## src/rtl/s2m_pkg.sv

```systemverilog
package s2m_pkg;
  localparam int WORD_W    = 32;
  localparam int LEN_W     = 23;
  // descriptor word indices
  localparam int OFF_NEXT  = 0;
  localparam int OFF_BUF   = 1;
  localparam int OFF_LEN   = 2;
  localparam int OFF_STAT  = 3;
  localparam int OFF_APP   = 4;
  // status bit positions
  localparam int STAT_DONE = 31;
  localparam int STAT_SOF  = 27;
  localparam int STAT_EOF  = 26;

  typedef enum logic [1:0] {
    ST_WAIT  = 2'd0,
    ST_FETCH = 2'd1,
    ST_MOVE  = 2'd2,
    ST_WBACK = 2'd3
  } s2m_state_e;
endpackage

```

## src/rtl/s2m_app_buf.sv

```systemverilog
module s2m_app_buf
  import s2m_pkg::*;
#(
  parameter int APP_WORDS = 5
) (
  input  logic                               clk,
  input  logic                               rst_n,
  input  logic                               a_tvalid_i,
  input  logic [WORD_W-1:0]                  a_tdata_i,
  input  logic                               a_tlast_i,
  output logic [APP_WORDS-1:0][WORD_W-1:0]   app_o,
  output logic                               err_o
);
  localparam int CNT_W = $clog2(APP_WORDS + 1);

  logic [CNT_W-1:0] cnt_q, cnt_d;
  logic             err_q, err_d;

  always_comb begin
    cnt_d = cnt_q;
    err_d = 1'b0;
    if (a_tvalid_i) begin
      if (a_tlast_i) begin
        cnt_d = '0;
        err_d = (cnt_q != CNT_W'(APP_WORDS - 1));
      end else if (cnt_q != CNT_W'(APP_WORDS)) begin
        cnt_d = cnt_q + 1'b1;
      end
    end
  end

  always_ff @(posedge clk or negedge rst_n) begin
    if (!rst_n) begin
      cnt_q <= '0;
      err_q <= 1'b0;
    end else begin
      cnt_q <= cnt_d;
      err_q <= err_d;
    end
  end

  for (genvar g = 0; g < APP_WORDS; g++) begin : g_word
    logic              wr_en;
    logic [WORD_W-1:0] word_q;
    assign wr_en = a_tvalid_i && (cnt_q == CNT_W'(g));
    always_ff @(posedge clk or negedge rst_n) begin
      if (!rst_n)     word_q <= '0;
      else if (wr_en) word_q <= a_tdata_i;
    end
    assign app_o[g] = word_q;
  end

  assign err_o = err_q;

  // a short group must flag, an exact group must not
  p_short_err_r6: assert property (@(posedge clk) disable iff (!rst_n)
    (a_tvalid_i && a_tlast_i && cnt_q < CNT_W'(APP_WORDS - 1)) |=> err_o);
  p_exact_ok_r6: assert property (@(posedge clk) disable iff (!rst_n)
    (a_tvalid_i && a_tlast_i && cnt_q == CNT_W'(APP_WORDS - 1)) |=> !err_o);
endmodule

```

## src/rtl/s2m_chain_ctl.sv

```systemverilog
module s2m_chain_ctl #(
  parameter int AW = 32
) (
  input  logic          clk,
  input  logic          rst_n,
  input  logic          run_i,
  input  logic          cur_ld_i,
  input  logic [AW-1:0] cur_val_i,
  input  logic          tail_ld_i,
  input  logic [AW-1:0] tail_val_i,
  input  logic          adv_i,
  input  logic [AW-1:0] nxt_i,
  input  logic          halt_set_i,
  output logic [AW-1:0] cur_o,
  output logic          idle_o,
  output logic          halted_o,
  output logic          intake_en_o
);
  logic [AW-1:0] cur_q, cur_d, tail_q;
  logic          idle_q, idle_d, halted_q, halted_d, run_q;
  logic          run_rise;

  assign run_rise = run_i && !run_q;

  always_comb begin
    cur_d = cur_q;
    if (cur_ld_i)   cur_d = cur_val_i;
    else if (adv_i) cur_d = nxt_i;

    idle_d = idle_q;
    if (tail_ld_i || run_rise)         idle_d = 1'b0;
    else if (adv_i && cur_q == tail_q) idle_d = 1'b1;

    halted_d = halted_q;
    if (run_rise)        halted_d = 1'b0;
    else if (halt_set_i) halted_d = 1'b1;
  end

  always_ff @(posedge clk or negedge rst_n) begin
    if (!rst_n) begin
      cur_q    <= '0;
      tail_q   <= '0;
      idle_q   <= 1'b0;
      halted_q <= 1'b1;
      run_q    <= 1'b0;
    end else begin
      cur_q    <= cur_d;
      if (tail_ld_i) tail_q <= tail_val_i;
      idle_q   <= idle_d;
      halted_q <= halted_d;
      run_q    <= run_i;
    end
  end

  assign cur_o       = cur_q;
  assign idle_o      = idle_q;
  assign halted_o    = halted_q;
  assign intake_en_o = run_i && !idle_q && !halted_q;

  // finishing the tail descriptor parks the engine
  p_idle_on_tail_r8: assert property (@(posedge clk) disable iff (!rst_n)
    (adv_i && cur_q == tail_q && !tail_ld_i && !run_rise) |=> idle_o);
  // the chain walks through next pointers
  p_adv_moves_r8: assert property (@(posedge clk) disable iff (!rst_n)
    (adv_i && !cur_ld_i) |=> (cur_o == $past(nxt_i)));
  // a fault from the sequencer stops the engine
  p_fault_halt_r2: assert property (@(posedge clk) disable iff (!rst_n)
    (halt_set_i && !run_rise) |=> halted_o);
endmodule

```

## src/rtl/s2m_sg_fsm.sv

```systemverilog
module s2m_sg_fsm
  import s2m_pkg::*;
#(
  parameter int AW        = 32,
  parameter int APP_WORDS = 5
) (
  input  logic                              clk,
  input  logic                              rst_n,
  input  logic                              intake_en_i,
  input  logic [AW-1:0]                     cur_i,
  output logic                              adv_o,
  output logic [AW-1:0]                     nxt_o,
  output logic                              halt_set_o,
  output logic                              cmpl_o,
  input  logic [APP_WORDS-1:0][WORD_W-1:0]  app_i,
  input  logic                              s_tvalid_i,
  input  logic [7:0]                        s_tdata_i,
  input  logic                              s_tlast_i,
  output logic                              s_tready_o,
  output logic                              mem_req_o,
  output logic                              mem_we_o,
  output logic [AW-1:0]                     mem_addr_o,
  output logic [WORD_W-1:0]                 mem_wdata_o,
  output logic [3:0]                        mem_wstrb_o,
  input  logic                              mem_ack_i,
  input  logic [WORD_W-1:0]                 mem_rdata_i
);
  localparam int IDX_W = (APP_WORDS + 1 > 4) ? $clog2(APP_WORDS + 1) : 2;

  s2m_state_e       st_q, st_d;
  logic [IDX_W-1:0] idx_q, idx_d, app_idx;
  logic [AW-1:0]    nxt_q, nxt_d, bptr_q, bptr_d;
  logic [LEN_W-1:0] rem_q, rem_d, cnt_q, cnt_d;
  logic             sof_q, sof_d, eof_q, eof_d, cmpl_q, done;
  logic             hs;
  logic [WORD_W-1:0] stat_word;

  assign app_idx = (idx_q == '0) ? '0 : idx_q - 1'b1;

  always_comb begin
    stat_word            = '0;
    stat_word[STAT_DONE] = 1'b1;
    stat_word[STAT_SOF]  = sof_q;
    stat_word[STAT_EOF]  = eof_q;
    stat_word[LEN_W-1:0] = cnt_q;
  end

  always_comb begin
    st_d = st_q;  idx_d = idx_q;  nxt_d = nxt_q;  bptr_d = bptr_q;
    rem_d = rem_q; cnt_d = cnt_q; sof_d = sof_q; eof_d = eof_q;
    mem_req_o = 1'b0; mem_we_o = 1'b0; mem_addr_o = '0;
    mem_wdata_o = '0; mem_wstrb_o = '0; s_tready_o = 1'b0;
    adv_o = 1'b0; halt_set_o = 1'b0; done = 1'b0; hs = 1'b0;
    unique case (st_q)
      ST_WAIT: begin
        if (intake_en_i && s_tvalid_i) begin
          st_d  = ST_FETCH;
          idx_d = '0;
        end
      end
      ST_FETCH: begin
        mem_req_o  = 1'b1;
        mem_addr_o = cur_i + AW'({idx_q, 2'b00});
        if (mem_ack_i) begin
          idx_d = idx_q + 1'b1;
          if (idx_q == IDX_W'(OFF_NEXT)) nxt_d = mem_rdata_i[AW-1:0];
          if (idx_q == IDX_W'(OFF_BUF))  bptr_d = mem_rdata_i[AW-1:0];
          if (idx_q == IDX_W'(OFF_LEN))  rem_d = mem_rdata_i[LEN_W-1:0];
          if (idx_q == IDX_W'(OFF_STAT)) begin
            idx_d = '0;
            cnt_d = '0;
            eof_d = 1'b0;
            if (mem_rdata_i[STAT_DONE]) begin
              halt_set_o = 1'b1;
              st_d       = ST_WAIT;
            end else begin
              st_d = (rem_q == '0) ? ST_WBACK : ST_MOVE;
            end
          end
        end
      end
      ST_MOVE: begin
        s_tready_o  = intake_en_i && mem_ack_i;
        mem_req_o   = s_tvalid_i && intake_en_i;
        mem_we_o    = 1'b1;
        mem_addr_o  = bptr_q;
        mem_wdata_o = {4{s_tdata_i}};
        mem_wstrb_o = 4'b0001 << bptr_q[1:0];
        hs          = s_tvalid_i && s_tready_o;
        if (hs) begin
          bptr_d = bptr_q + 1'b1;
          cnt_d  = cnt_q + 1'b1;
          rem_d  = rem_q - 1'b1;
          if (s_tlast_i || rem_q == LEN_W'(1)) begin
            eof_d = s_tlast_i;
            st_d  = ST_WBACK;
            idx_d = '0;
          end
        end
      end
      ST_WBACK: begin
        mem_req_o   = 1'b1;
        mem_we_o    = 1'b1;
        mem_wstrb_o = 4'hF;
        if (idx_q == '0) begin
          mem_addr_o  = cur_i + AW'(OFF_STAT * 4);
          mem_wdata_o = stat_word;
        end else begin
          mem_addr_o  = cur_i + AW'((OFF_APP + int'(app_idx)) * 4);
          mem_wdata_o = app_i[app_idx];
        end
        if (mem_ack_i) begin
          if ((idx_q == '0 && !eof_q) || idx_q == IDX_W'(APP_WORDS)) begin
            done  = 1'b1;
            adv_o = 1'b1;
            sof_d = eof_q;
            st_d  = ST_WAIT;
            idx_d = '0;
          end else begin
            idx_d = idx_q + 1'b1;
          end
        end
      end
      default: st_d = ST_WAIT;
    endcase
  end

  always_ff @(posedge clk or negedge rst_n) begin
    if (!rst_n) begin
      st_q <= ST_WAIT; idx_q <= '0; nxt_q <= '0; bptr_q <= '0;
      rem_q <= '0; cnt_q <= '0; sof_q <= 1'b1; eof_q <= 1'b0; cmpl_q <= 1'b0;
    end else begin
      st_q <= st_d; idx_q <= idx_d; nxt_q <= nxt_d; bptr_q <= bptr_d;
      rem_q <= rem_d; cnt_q <= cnt_d; sof_q <= sof_d; eof_q <= eof_d;
      cmpl_q <= done;
    end
  end

  assign nxt_o  = nxt_q;
  assign cmpl_o = cmpl_q;

  // write-backs are separated by at least a fetch, so pulses never merge
  p_cmpl_gap_r5: assert property (@(posedge clk) disable iff (!rst_n)
    cmpl_o |=> !cmpl_o);
  // the byte phase is only entered with buffer room left
  p_move_room_r1: assert property (@(posedge clk) disable iff (!rst_n)
    (st_q == ST_MOVE) |-> (rem_q != '0));
  // a byte store hits exactly one lane
  p_byte_lane_r1: assert property (@(posedge clk) disable iff (!rst_n)
    (mem_req_o && st_q == ST_MOVE) |-> ($countones(mem_wstrb_o) == 1));
endmodule

```

## src/rtl/s2m_sg_engine.sv

```systemverilog
module s2m_sg_engine
  import s2m_pkg::*;
#(
  parameter int AW        = 32,
  parameter int APP_WORDS = 5
) (
  input  logic              clk,
  input  logic              rst_n,
  input  logic              run_i,
  input  logic              cur_ld_i,
  input  logic [AW-1:0]     cur_val_i,
  input  logic              tail_ld_i,
  input  logic [AW-1:0]     tail_val_i,
  output logic [AW-1:0]     cur_o,
  output logic              idle_o,
  output logic              halted_o,
  output logic              cmpl_o,
  output logic              sb_err_o,
  input  logic              s_tvalid,
  output logic              s_tready,
  input  logic [7:0]        s_tdata,
  input  logic              s_tlast,
  input  logic              a_tvalid,
  input  logic [31:0]       a_tdata,
  input  logic              a_tlast,
  output logic              mem_req,
  output logic              mem_we,
  output logic [AW-1:0]     mem_addr,
  output logic [31:0]       mem_wdata,
  output logic [3:0]        mem_wstrb,
  input  logic              mem_ack,
  input  logic [31:0]       mem_rdata
);
  logic                             intake_en, adv, halt_set;
  logic [AW-1:0]                    nxt;
  logic [APP_WORDS-1:0][WORD_W-1:0] app;

  s2m_app_buf #(.APP_WORDS(APP_WORDS)) u_app (
    .clk(clk), .rst_n(rst_n),
    .a_tvalid_i(a_tvalid), .a_tdata_i(a_tdata), .a_tlast_i(a_tlast),
    .app_o(app), .err_o(sb_err_o)
  );

  s2m_chain_ctl #(.AW(AW)) u_chain (
    .clk(clk), .rst_n(rst_n), .run_i(run_i),
    .cur_ld_i(cur_ld_i), .cur_val_i(cur_val_i),
    .tail_ld_i(tail_ld_i), .tail_val_i(tail_val_i),
    .adv_i(adv), .nxt_i(nxt), .halt_set_i(halt_set),
    .cur_o(cur_o), .idle_o(idle_o), .halted_o(halted_o),
    .intake_en_o(intake_en)
  );

  s2m_sg_fsm #(.AW(AW), .APP_WORDS(APP_WORDS)) u_fsm (
    .clk(clk), .rst_n(rst_n), .intake_en_i(intake_en), .cur_i(cur_o),
    .adv_o(adv), .nxt_o(nxt), .halt_set_o(halt_set), .cmpl_o(cmpl_o),
    .app_i(app),
    .s_tvalid_i(s_tvalid), .s_tdata_i(s_tdata), .s_tlast_i(s_tlast),
    .s_tready_o(s_tready),
    .mem_req_o(mem_req), .mem_we_o(mem_we), .mem_addr_o(mem_addr),
    .mem_wdata_o(mem_wdata), .mem_wstrb_o(mem_wstrb),
    .mem_ack_i(mem_ack), .mem_rdata_i(mem_rdata)
  );

  // intake only while running, not idle and not halted
  p_tready_gate_r7: assert property (@(posedge clk) disable iff (!rst_n)
    s_tready |-> (run_i && !idle_o && !halted_o));
endmodule

```

## config.mk

```make
export PLATFORM = sky130hd
export DESIGN_NAME = s2m_sg_engine
export DESIGN_NICKNAME = d
export VERILOG_FILES = /design/src/rtl/s2m_pkg.sv /design/src/rtl/s2m_app_buf.sv /design/src/rtl/s2m_chain_ctl.sv /design/src/rtl/s2m_sg_fsm.sv /design/src/rtl/s2m_sg_engine.sv
export SDC_FILE = /design/constraint.sdc
export NUM_CORES = 1
export LEC_CHECK = 0
export BUFFER_PORTS_ARGS = -buffer_cell sky130_fd_sc_hd__buf_2
export CAP_MARGIN = 25
export CELL_PAD_IN_SITES_DETAIL_PLACEMENT = 0
export CELL_PAD_IN_SITES_GLOBAL_PLACEMENT = 1
export CORE_MARGIN = 3
export CORE_UTILIZATION = 45
export DETAILED_ROUTE_END_ITERATION = 12
export PLACE_DENSITY_LB_ADDON = 0.1
export SETUP_SLACK_MARGIN = 0.15
export SLEW_MARGIN = 30
export SYNTH_ARGS = -nofsm -noshare
export SYNTH_HDL_FRONTEND = slang
export SYNTH_SLANG_ARGS = --single-unit
```

## constraint.sdc

```tcl
create_clock -name clk -period 5.05 [get_ports clk]
set_input_delay 1.01 -clock clk [delete_from_list [all_inputs] [get_ports clk]]
set_output_delay 1.01 -clock clk [all_outputs]
set_load 0.01 [all_outputs]
```

Word-level counts from Yosys, hierarchy flattened:

Cells that the tools add are included.
Widths: inputs -> output; s select.

* bits in registers: 349
* input port bits: 146
* output and inout port bits: 107

* add/sub/neg operators: 10
* order comparisons: 1
* equality and inequality tests: 24
* shift-type cells: 1
* muxes and demuxes: 63
* reductions and logical operators: 40

Operator list (number)
* $mux 32: 8
* $mux 23: 6
* $pmux 32 s2: 2
* $bmux 32 s3: 1
* $pmux 32 s3: 1
* $pmux 23 s2: 2
* $add 32x1->32 const B: 1
* $add 32x32->32: 1
* $add 32x4->32 const B: 1
* $add 32x5->32: 1
* $eq 32x32->1: 1
* $mux 3: 10
* $add 23x1->23 const B: 1
* $eq 23x1->1 const B: 1
* $logic_not 23->1: 1
* $sub 23x1->23 const B: 1
* $mux 1: 20
* $mux 2: 8
* $ne 2x1->1 const B: 7
* $logic_and 1x1->1: 13
* $eq 3x2->1 const B: 4
* $pmux 3 s4: 1
* $reduce_and 4->1: 3
* $reduce_and 5->1: 2
* 23 further kinds: 42

Logic depth before layout (Yosys ltp):

Gate-level depths: netlist of the first run.

* word-level depth: 9
* depth in mapped cells: 16
* depth with buffers taken out: 12

Modules after synthesis:

Synthesis of the first run repeated with hierarchy kept, for this count alone.

* cell total of the unflattened synthesis: 1743
* area total of the unflattened synthesis: 18863.1 um^2

By module, submodules not included
* s2m_sg_fsm: times used 1, cells an instance 1119, area an instance 9196.3 um^2
* s2m_app_buf: times used 1, cells an instance 365, area an instance 6575.1 um^2
* s2m_chain_ctl: times used 1, cells an instance 259, area an instance 3091.7 um^2

Least setup slack after synthesis of the first run:

Ideal clock, no wire load.

* path type: flip-flop to output port
* from: register u_fsm.idx_q[0]
* to: output mem_addr[14]
* data arrival time: 3.417 ns
* slack: 0.623 ns
* stages on the path, launching flop included: 17
* cell sequence: dfrtp_1 -> buf_2 -> inv_1 -> ha_1 -> buf_2 -> nand2_1 -> o21ai_0 -> clkbuf_1 -> nor3_1 -> a21oi_1 -> fa_1 -> a21o_1 -> a21oi_1 -> clkbuf_1 -> nor3b_1 -> xnor2_1 -> o21ai_0

* word-level cells in the longest chain between the ends: 6
* elaborated cells between the ends (all ways): 8
* those cells by class: add/sub: 4; mux: 3; reduce/logical: 1

Ends and longest elaborated chain
* start, declared: RTL line s2m_sg_fsm.sv:31 `logic [IDX_W-1:0] idx_q, idx_d, app_idx;`
* start signal, assigned: RTL line s2m_sg_fsm.sv:133 `st_q <= st_d; idx_q <= idx_d; nxt_q <= nxt_d; bptr_q <= bptr_d;`
* $sub 3x1->3 or $logic_not 3->1 (tied branches): RTL line s2m_sg_fsm.sv:38, s2m_sg_fsm.sv:105
* $mux 3: RTL line s2m_sg_fsm.sv:38 `assign app_idx = (idx_q == '0) ? '0 : idx_q - 1'b1;`
* $add 3x3->4: RTL line s2m_sg_fsm.sv:109 `mem_addr_o = cur_i + AW'((OFF_APP + int'(app_idx)) * 4);`
* $add 32x32->32: RTL line s2m_sg_fsm.sv:109
* $mux 32: RTL line s2m_sg_fsm.sv:105 `if (idx_q == '0) begin`
* $pmux 32 s3 *: RTL line s2m_sg_fsm.sv:54 `unique case (st_q)`
* end, declared: RTL line s2m_sg_engine.sv:28 `output logic [AW-1:0] mem_addr,`

Every way passes the cells marked *; elsewhere a longest branch is shown, timed or not.

Worst setup path after layout of the first run:

* from: register u_fsm.idx_q[1]
* to: output mem_addr[30]

The elaborated chain is that of the path after synthesis.

==> flow_summary_export.csv, run 1 <==
group,metric,value,unit
yosys,synth_warnings,0,
yosys,synthCells,1737,
pwr,switchingPower,4830,uW
job,max_cap_viol_count,0,
pwr,powerDensity,588,mW/mm2
worst_setup_path,crit_fanout,13,
global_route,antenna_found_initial,7,
clock_network,cts_sinks,349,
pwr,pwr-share-clk,0.237,
floorplanning,dieWidth,209,um
yosys,synth_top_family_by_area,"multiplexers",
sta,hold_violations,0,
yosys,synth_xor_area_frac,0.0339,
yosys,synth-seq-area-share,0.470,
global_route,grt_pass1_vias,14484,
yosys,synth_area_per_cell,10.7,um2
yosys,yosys.area_share.simple,0.124,
clock_network,h-tree-depth,2,
pwr,power.leakage,0.00948,uW
floorplanning,dieArea,0.0438,mm2
route,firstDrtPassIters,7,
route,drt-total-wl,58700,um
clock_network,cts_tree,"done",
global_route,grt_pass1_wl,89700,um
worst_setup_path,crit_path_start_kind,"register",
sta,fmax,0.213,GHz
route,routed_via_density,5.85,
clock_network,root_buffer,"clkbuf_16",
worst_setup_path,cpPeakStageDelay,430,ps
global_route,grt.overflow.total,0,
pwr,pwr-share-seq,0.367,
cells_and_area,nNetsFinal,2112,
global_route,grt_max_degree,126,
yosys,synth_edf_count,0,
place,port_buffers,252,
sta,timing.setup.tns,0,ps
yosys,syn-num-nets,1907,
pwr,internal_power,7950,uW
yosys,synth_flop_cell,"dfrtp_1",
pwr,irDropWorstVdd,0.000429,V
sta,finalCriticalPeriod,4690,ps
route,drt_iter0_drc,994,
clock_network,clk_path_buf_depth,3,
yosys,synth-compound-area-share,0.131,
worst_hold_path,hold_path_class,"in2async",
worst_setup_path,required,4040,ps
status,status,"finished, final reports clean",
route,drc,0,
floorplanning,core,0.0403,mm2
pwr,p_sw_frac,0.378,
global_route,grtUsageTotal,0.264,
worst_setup_path,slowest_stage,"fa_1",
floorplanning,ios,253,
cells_and_area,drive_gt1_frac,0.326,
sta,drv_slew,0,
clock_network,clock_latency,570,ps
sta,finalSetupViolations,0,
yosys,netlist.area_leader.share,0.467,
floorplanning,die_h,209,um
sta,rsz0062_at_grt,"yes",
worst_setup_path,cp-end-kind,"output port",
cells_and_area,post-route-util,0.540,
sta,finalClockSkew,17.8,ps
floorplanning,initial_core_util,0.461,
clock_network,cts.clk_slew.worst_paths,60,ps
sta,slew_headroom,0.333,
sta,period_share,0.930,
yosys,synth_area_leaders,"dfrtp_1 47%, mux2_2 14%, mux2i_1 5.0%, o21ai_0 3.4%, nand2_1 2.6%",
yosys,yosys.area_share.adder,0.0166,
yosys,synth.distinct_cells,80,
yosys,synthArstFlopShare,1.00,
cells_and_area,syn_to_final_growth,17.0,%
yosys,synth_seq_cells,349,
floorplanning,rows,73,
worst_setup_path,crit_type,"reg2out",
yosys,synth_area,0.0186,mm2
route,ant_nets,0,
clock_network,numCtsBuffers,41,
pwr,combPwrFrac,0.396,
worst_setup_path,path_cells,"inv_1 > ha_2 > nand2b_2 > nand3_4 > a21boi_0 > ha_1 > fa_1 > a21o_1 > a21oi_1 > buf_6 > nor4_1 > xnor2_1 > o21ai_0 > buf_2",
yosys,yosysTopAreaCell,"dfrtp_1",
place,routabilityCongestion,0.892,
route,wl_per_cell,23.5,um
route,num_vias,14634,
yosys,synth_common_cells,"347 x dfrtp_1, 230 x mux2_2, 128 x o21ai_0",
cells_and_area,instances_no_fill,2500,
place,place_inst,2424,
yosys,yosysMostFrequentCell,"dfrtp_1",
sta,tightest_slew,991,ps
place,hpwl,42100,um
yosys,muxShareOfSynthArea,0.192,
worst_setup_path,cp_data_arrival_time,3680,ps
==> per-stage QoR <==
step	hold slack [ps]	total power, uW	worst slack (ps)	area, um2
after floorplan	470	7980	623	18600
final	458	12800	356	21800
after global routing	492	13500	132	21700
after CTS	469	12900	148	21700
after global placement	483	9650	797	20300
after detailed placement	491	9780	672	20300
==> flip-flops by register name, summed over array words and instances (netlist names), named ones only <==
register,cells
u_app.cnt_q,3
u_app.err_o,1
u_app.g_word.word_q,160
u_chain.cur_o,32
u_chain.halted_o,1
u_chain.idle_o,1
u_chain.run_q,1
u_chain.tail_q,32
u_fsm.bptr_q,32
u_fsm.cmpl_o,1
u_fsm.cnt_q,23
u_fsm.eof_q,1
u_fsm.idx_q,3
u_fsm.nxt_o,32
u_fsm.rem_q,23
u_fsm.sof_q,1
u_fsm.st_q,1
==> critical path, delay by kind of cell, from the launching register on <==
kind,cells,cell delay [ps]
AOI/OAI and AO/OA,4,780
and+or+nand+nor,3,380
xor gates and xnor gates,1,120
adders and majority gates,3,910
DFF,1,380
buffers and inverters,3,510
==> what timing repair did <==
item / in CTS / in global routing
setup endpoints to repair: 11 / 19
hold buffers: 0 / 0
resized for setup: 2 / 11
buffers inserted: 0 / 0
==> power by group through the flow <==
stage	combinational (uW)	sequential [uW]	clock [uW]
after floorplan	3580	4400	0
after global placement	4970	4680	0
after detailed placement	5060	4720	0
after CTS	5090	4680	3090
after global routing	5530	4820	3190
final	5070	4690	3030
==> cell families (layout without fill, tap and decap cells) <==
logic type,Yosys count,count (layout)
AOI/OAI and AO/OA,375,375
other,0,2
xor gates and xnor gates,72,72
muxes,325,325
DFF,349,349
adders and majority gates,24,24
and+or+nand+nor,446,446
buffers and inverters,146,382
==> final timing paths <==
check | cells after the start | slack (ps) | endpoint | startpoint
max in group asynchronous | 2 | 3390 | u_fsm.idx_q[2] | rst_n
min in group clk | 1 | 500 | u_app.g_word[2].word_q[11] | u_app.g_word[2].word_q[11]
worst max register to register | 8 | 2040 | u_fsm.nxt_o[3] | u_fsm.idx_q[1]
worst min-delay path | 1 | 460 | u_chain.cur_o[6] | rst_n
worst min register to register | 1 | 500 | u_app.g_word[2].word_q[11] | u_app.g_word[2].word_q[11]
worst max-delay path | 14 | 360 | mem_addr[30] | u_fsm.idx_q[1]
==> cell type report <==
class	instances	area [um2]
Multi-Input combinational cell	1242	9320
Tap cell	525	657
Fill cell	3636	18500
Sequential cell	349	8740
Clock inverter	18	204
Clock buffer	56	1160
Timing Repair Buffer	282	1570
Inverter	26	97.6
Antenna cell	2	5.00
==> cells in the final DEF (no fill, tap or decap), types with 7 or more instances in the layout <==
cell / synthesis / final
mux2_2: 230 / 230
nand3_1: 41 / 40
nand2_1: 127 / 126
xor2_1: 44 / 44
nor3_1: 46 / 46
buf_4: 7 / 24
a31oi_1: 17 / 17
o22ai_1: 23 / 23
o21a_1: 9 / 9
and3_1: 15 / 14
buf_2: 21 / 251
dfrtp_1: 347 / 346
or3_1: 9 / 9
nand4_1: 27 / 27
and2_1: 7 / 7
o22a_1: 19 / 19
clkbuf_1: 71 / 8
a21oi_1: 84 / 82
inv_1: 26 / 24
a211oi_1: 8 / 8
a22o_1: 12 / 12
o221a_2: 23 / 23
ha_1: 23 / 21
nor2_1: 96 / 96
clkinv_2: 0 / 12
mux2i_1: 92 / 92
nor4_1: 22 / 20
clkbuf_16: 0 / 42
xnor2_1: 28 / 28
o21ai_0: 128 / 124
==> per-layer routing <==
layer	vias up	GRT usage	wire length (um)
met2	389	0.444	29000
li1	6785	-	-
met5	-	0	57
met3	90	0.0372	2680
met1	7362	0.353	25200
met4	8	0.0843	1740
Note: power is estimated with default switching activity, not from simulation.
==> inputs of run 2 (changes only) <==
--- a/config.mk
+++ b/config.mk
@@ -12,6 +12,7 @@
 export CORE_MARGIN = 3
 export CORE_UTILIZATION = 45
 export DETAILED_ROUTE_END_ITERATION = 12
+export GPL_TIMING_DRIVEN = 1
 export PLACE_DENSITY_LB_ADDON = 0.1
 export SETUP_SLACK_MARGIN = 0.15
 export SLEW_MARGIN = 30
==> constraint.sdc (replaced) <==
create_clock -name clk -period 6 [get_ports clk]
set_input_delay 1.2 -clock clk [delete_from_list [all_inputs] [get_ports clk]]
set_output_delay 1.2 -clock clk [all_outputs]
set_load 0.01 [all_outputs]
==> run 2 against run 1 <==
Sequential power decreased by 16%. Global-route usage increased by 0.29 points. Combinational power decreased by 16%. Sequential share of layout area increased by 0.19 points. Clock skew decreased by 1.4 ps. Die area unchanged. Critical path depth decreased by 1. Cell area decreased by 0.48%. First-iteration DRC count decreased by 6.1%. Core utilization decreased by 0.26 points. Critical endpoint is now mem_addr[27].
==> flow_summary_export.csv, run 2 (same netlist as run 1, synthesis figures left out) <==
group,metric,value,unit
global_route,grtUsageTotal,0.267,
sta,fmax,0.184,GHz
sta,whs,499,ps
clock_network,clock_latency,560,ps
worst_hold_path,worstHoldPathCells,1,
sta,finalClockSkew,16.4,ps
clock_network,cts_sinks,349,
global_route,grt_pass1_wl,90900,um
cells_and_area,nNetsFinal,2107,
worst_setup_path,cpMostUsedCell,"o21ai_0",
job,max_cap_viol_count,0,
route,wl_per_cell,23.6,um
worst_hold_path,hold_path_class,"reg2reg",
route,drt-total-wl,58800,um
floorplanning,die_h,209,um
cells_and_area,largest_register_ffs,160,
clock_network,h-tree-depth,2,
sta,drv_slew,0,
clock_network,cts_hold_buf,0,
worst_setup_path,worstSetupPathDepth,13,
worst_setup_path,path_cells,"inv_1 > ha_1 > nand2_1 > inv_1 > o21ai_1 > o21ai_0 > ha_1 > o21ai_0 > o21bai_2 > nand4_1 > xor2_1 > o21ai_0 > buf_2",
route,routed_via_density,5.87,
cells_and_area,drive_gt1_frac,0.322,
worst_setup_path,cp_data_arrival_time,4220,ps
route,drc,0,
clock_network,root_buffer,"clkbuf_16",
sta,timing.setup.tns,0,ps
cells_and_area,post-route-util,0.537,
floorplanning,initial_core_util,0.461,
worst_setup_path,cp_top_family,"compound AO/OA/AOI/OAI gates",
clock_network,cts.clk_slew.worst_paths,50,ps
route,num_vias,14639,
sta,finalSetupViolations,0,
worst_setup_path,crit_fanout,11,
global_route,grt_pass1_vias,14908,
route,ant_nets,0,
floorplanning,dieArea,0.0438,mm2
global_route,grt.overflow.total,0,
cells_and_area,layout_commonest_cell,"dfrtp_1",
worst_setup_path,required,4800,ps
clock_network,cts_tree,"done",
global_route,antenna_found_initial,6,
pwr,power.leakage,0.00944,uW
pwr,irDropWorstVdd,0.000308,V
route,firstDrtPassIters,5,
cells_and_area,layout_common_cells,"347 x dfrtp_1, 250 x buf_2, 230 x mux2_2",
clock_network,numCtsBuffers,41,
status,status,"finished, final reports clean",
cells_and_area,top_register,"u_app.g_word.word_q",
floorplanning,ios,253,
global_route,grt_max_degree,133,
sta,period_share,0.904,
pwr,powerDensity,493,mW/mm2
place,port_buffers,252,
floorplanning,rows,73,
floorplanning,core,0.0403,mm2
worst_setup_path,slowest_stage,"o21bai_2",
sta,hold_violations,0,
sta,finalCriticalPeriod,5420,ps
worst_setup_path,r2r_cells,7,
route,drt_iter0_drc,933,
floorplanning,dieWidth,209,um
cells_and_area,nFillCells,3681,
worst_setup_path,cp_num_buf_inv,3,
worst_setup_path,crit_path_start_kind,"register",
place,routabilityCongestion,0.906,
pwr,finalPower,10700,uW
sta,rsz0062_at_grt,"no",
cells_and_area,syn_to_final_growth,16.4,%
place,hpwl,41700,um
sta,slew_headroom,0.313,
cells_and_area,instances_no_fill,2495,
clock_network,clk_path_buf_depth,3,
place,place_inst,2418,
sta,tightest_slew,1020,ps
clock_network,postCtsResizedCells,1,
worst_setup_path,crit_type,"reg2out",
worst_setup_path,cp-end-kind,"output port",
worst_setup_path,cpPeakStageDelay,540,ps
clock_network,cts_setup_buffers,0,
[run 2: changes by cell type in the layout (fill, tap and decap cells not counted), sizes merged]
| cell | change |
|---|---|
| buf | -5 |
| bufinv | -4 |
| clkbuf | +6 |
| clkinv | -7 |
| clkinvlp | +2 |
| inv | +3 |
[run 2: metrics by stage]
step | cell area, um2 | worst slack [ps]
2_1_floorplan | 18600 | 1380
3_3_place_gp | 20300 | 787
3_5_place_dp | 20300 | 653
4_1_cts | 21600 | 396
5_1_grt | 21600 | 374
6_report | 21600 | 576
[run 2: worst paths after layout]
kind	slack, ps	endpoint	start
worst max-delay path	580	mem_addr[27]	u_fsm.idx_q[1]
worst min-delay path	500	u_app.g_word[2].word_q[31]	u_app.g_word[2].word_q[31]
worst max register to register	2770	u_fsm.nxt_o[13]	u_fsm.idx_q[0]
worst min register to register	500	u_app.g_word[2].word_q[31]	u_app.g_word[2].word_q[31]
max in group asynchronous	4040	u_fsm.st_q[0]	rst_n
min in group asynchronous	630	u_chain.cur_o[6]	rst_n
[run 2: cell type report]
cell class	count	area (um2)	area share
antenna	2	5.00	0.000231
clock buffer	62	1270	0.0586
timing repair buffer	277	1520	0.0702
clock inverter	12	75.1	0.00347
inverter	26	97.6	0.00451
sequential	349	8740	0.404
multi-input combinational	1242	9290	0.429
tap	525	657	0.0303
[run 2: where the power goes]
group          total [uW]  internal, uW  switching (uW)
sequential           3950          3220             737
combinational        4260          1940            2320
clock                2470          1460            1010
total               10700          6610            4070
[run 2: layer usage]
metal,track usage,part of all wire,vias up
li1,-,-,6790
met1,0.352,0.42,7352
met2,0.445,0.49,388
met3,0.0476,0.057,101
met4,0.0912,0.033,8
met5,0,0.00097,-
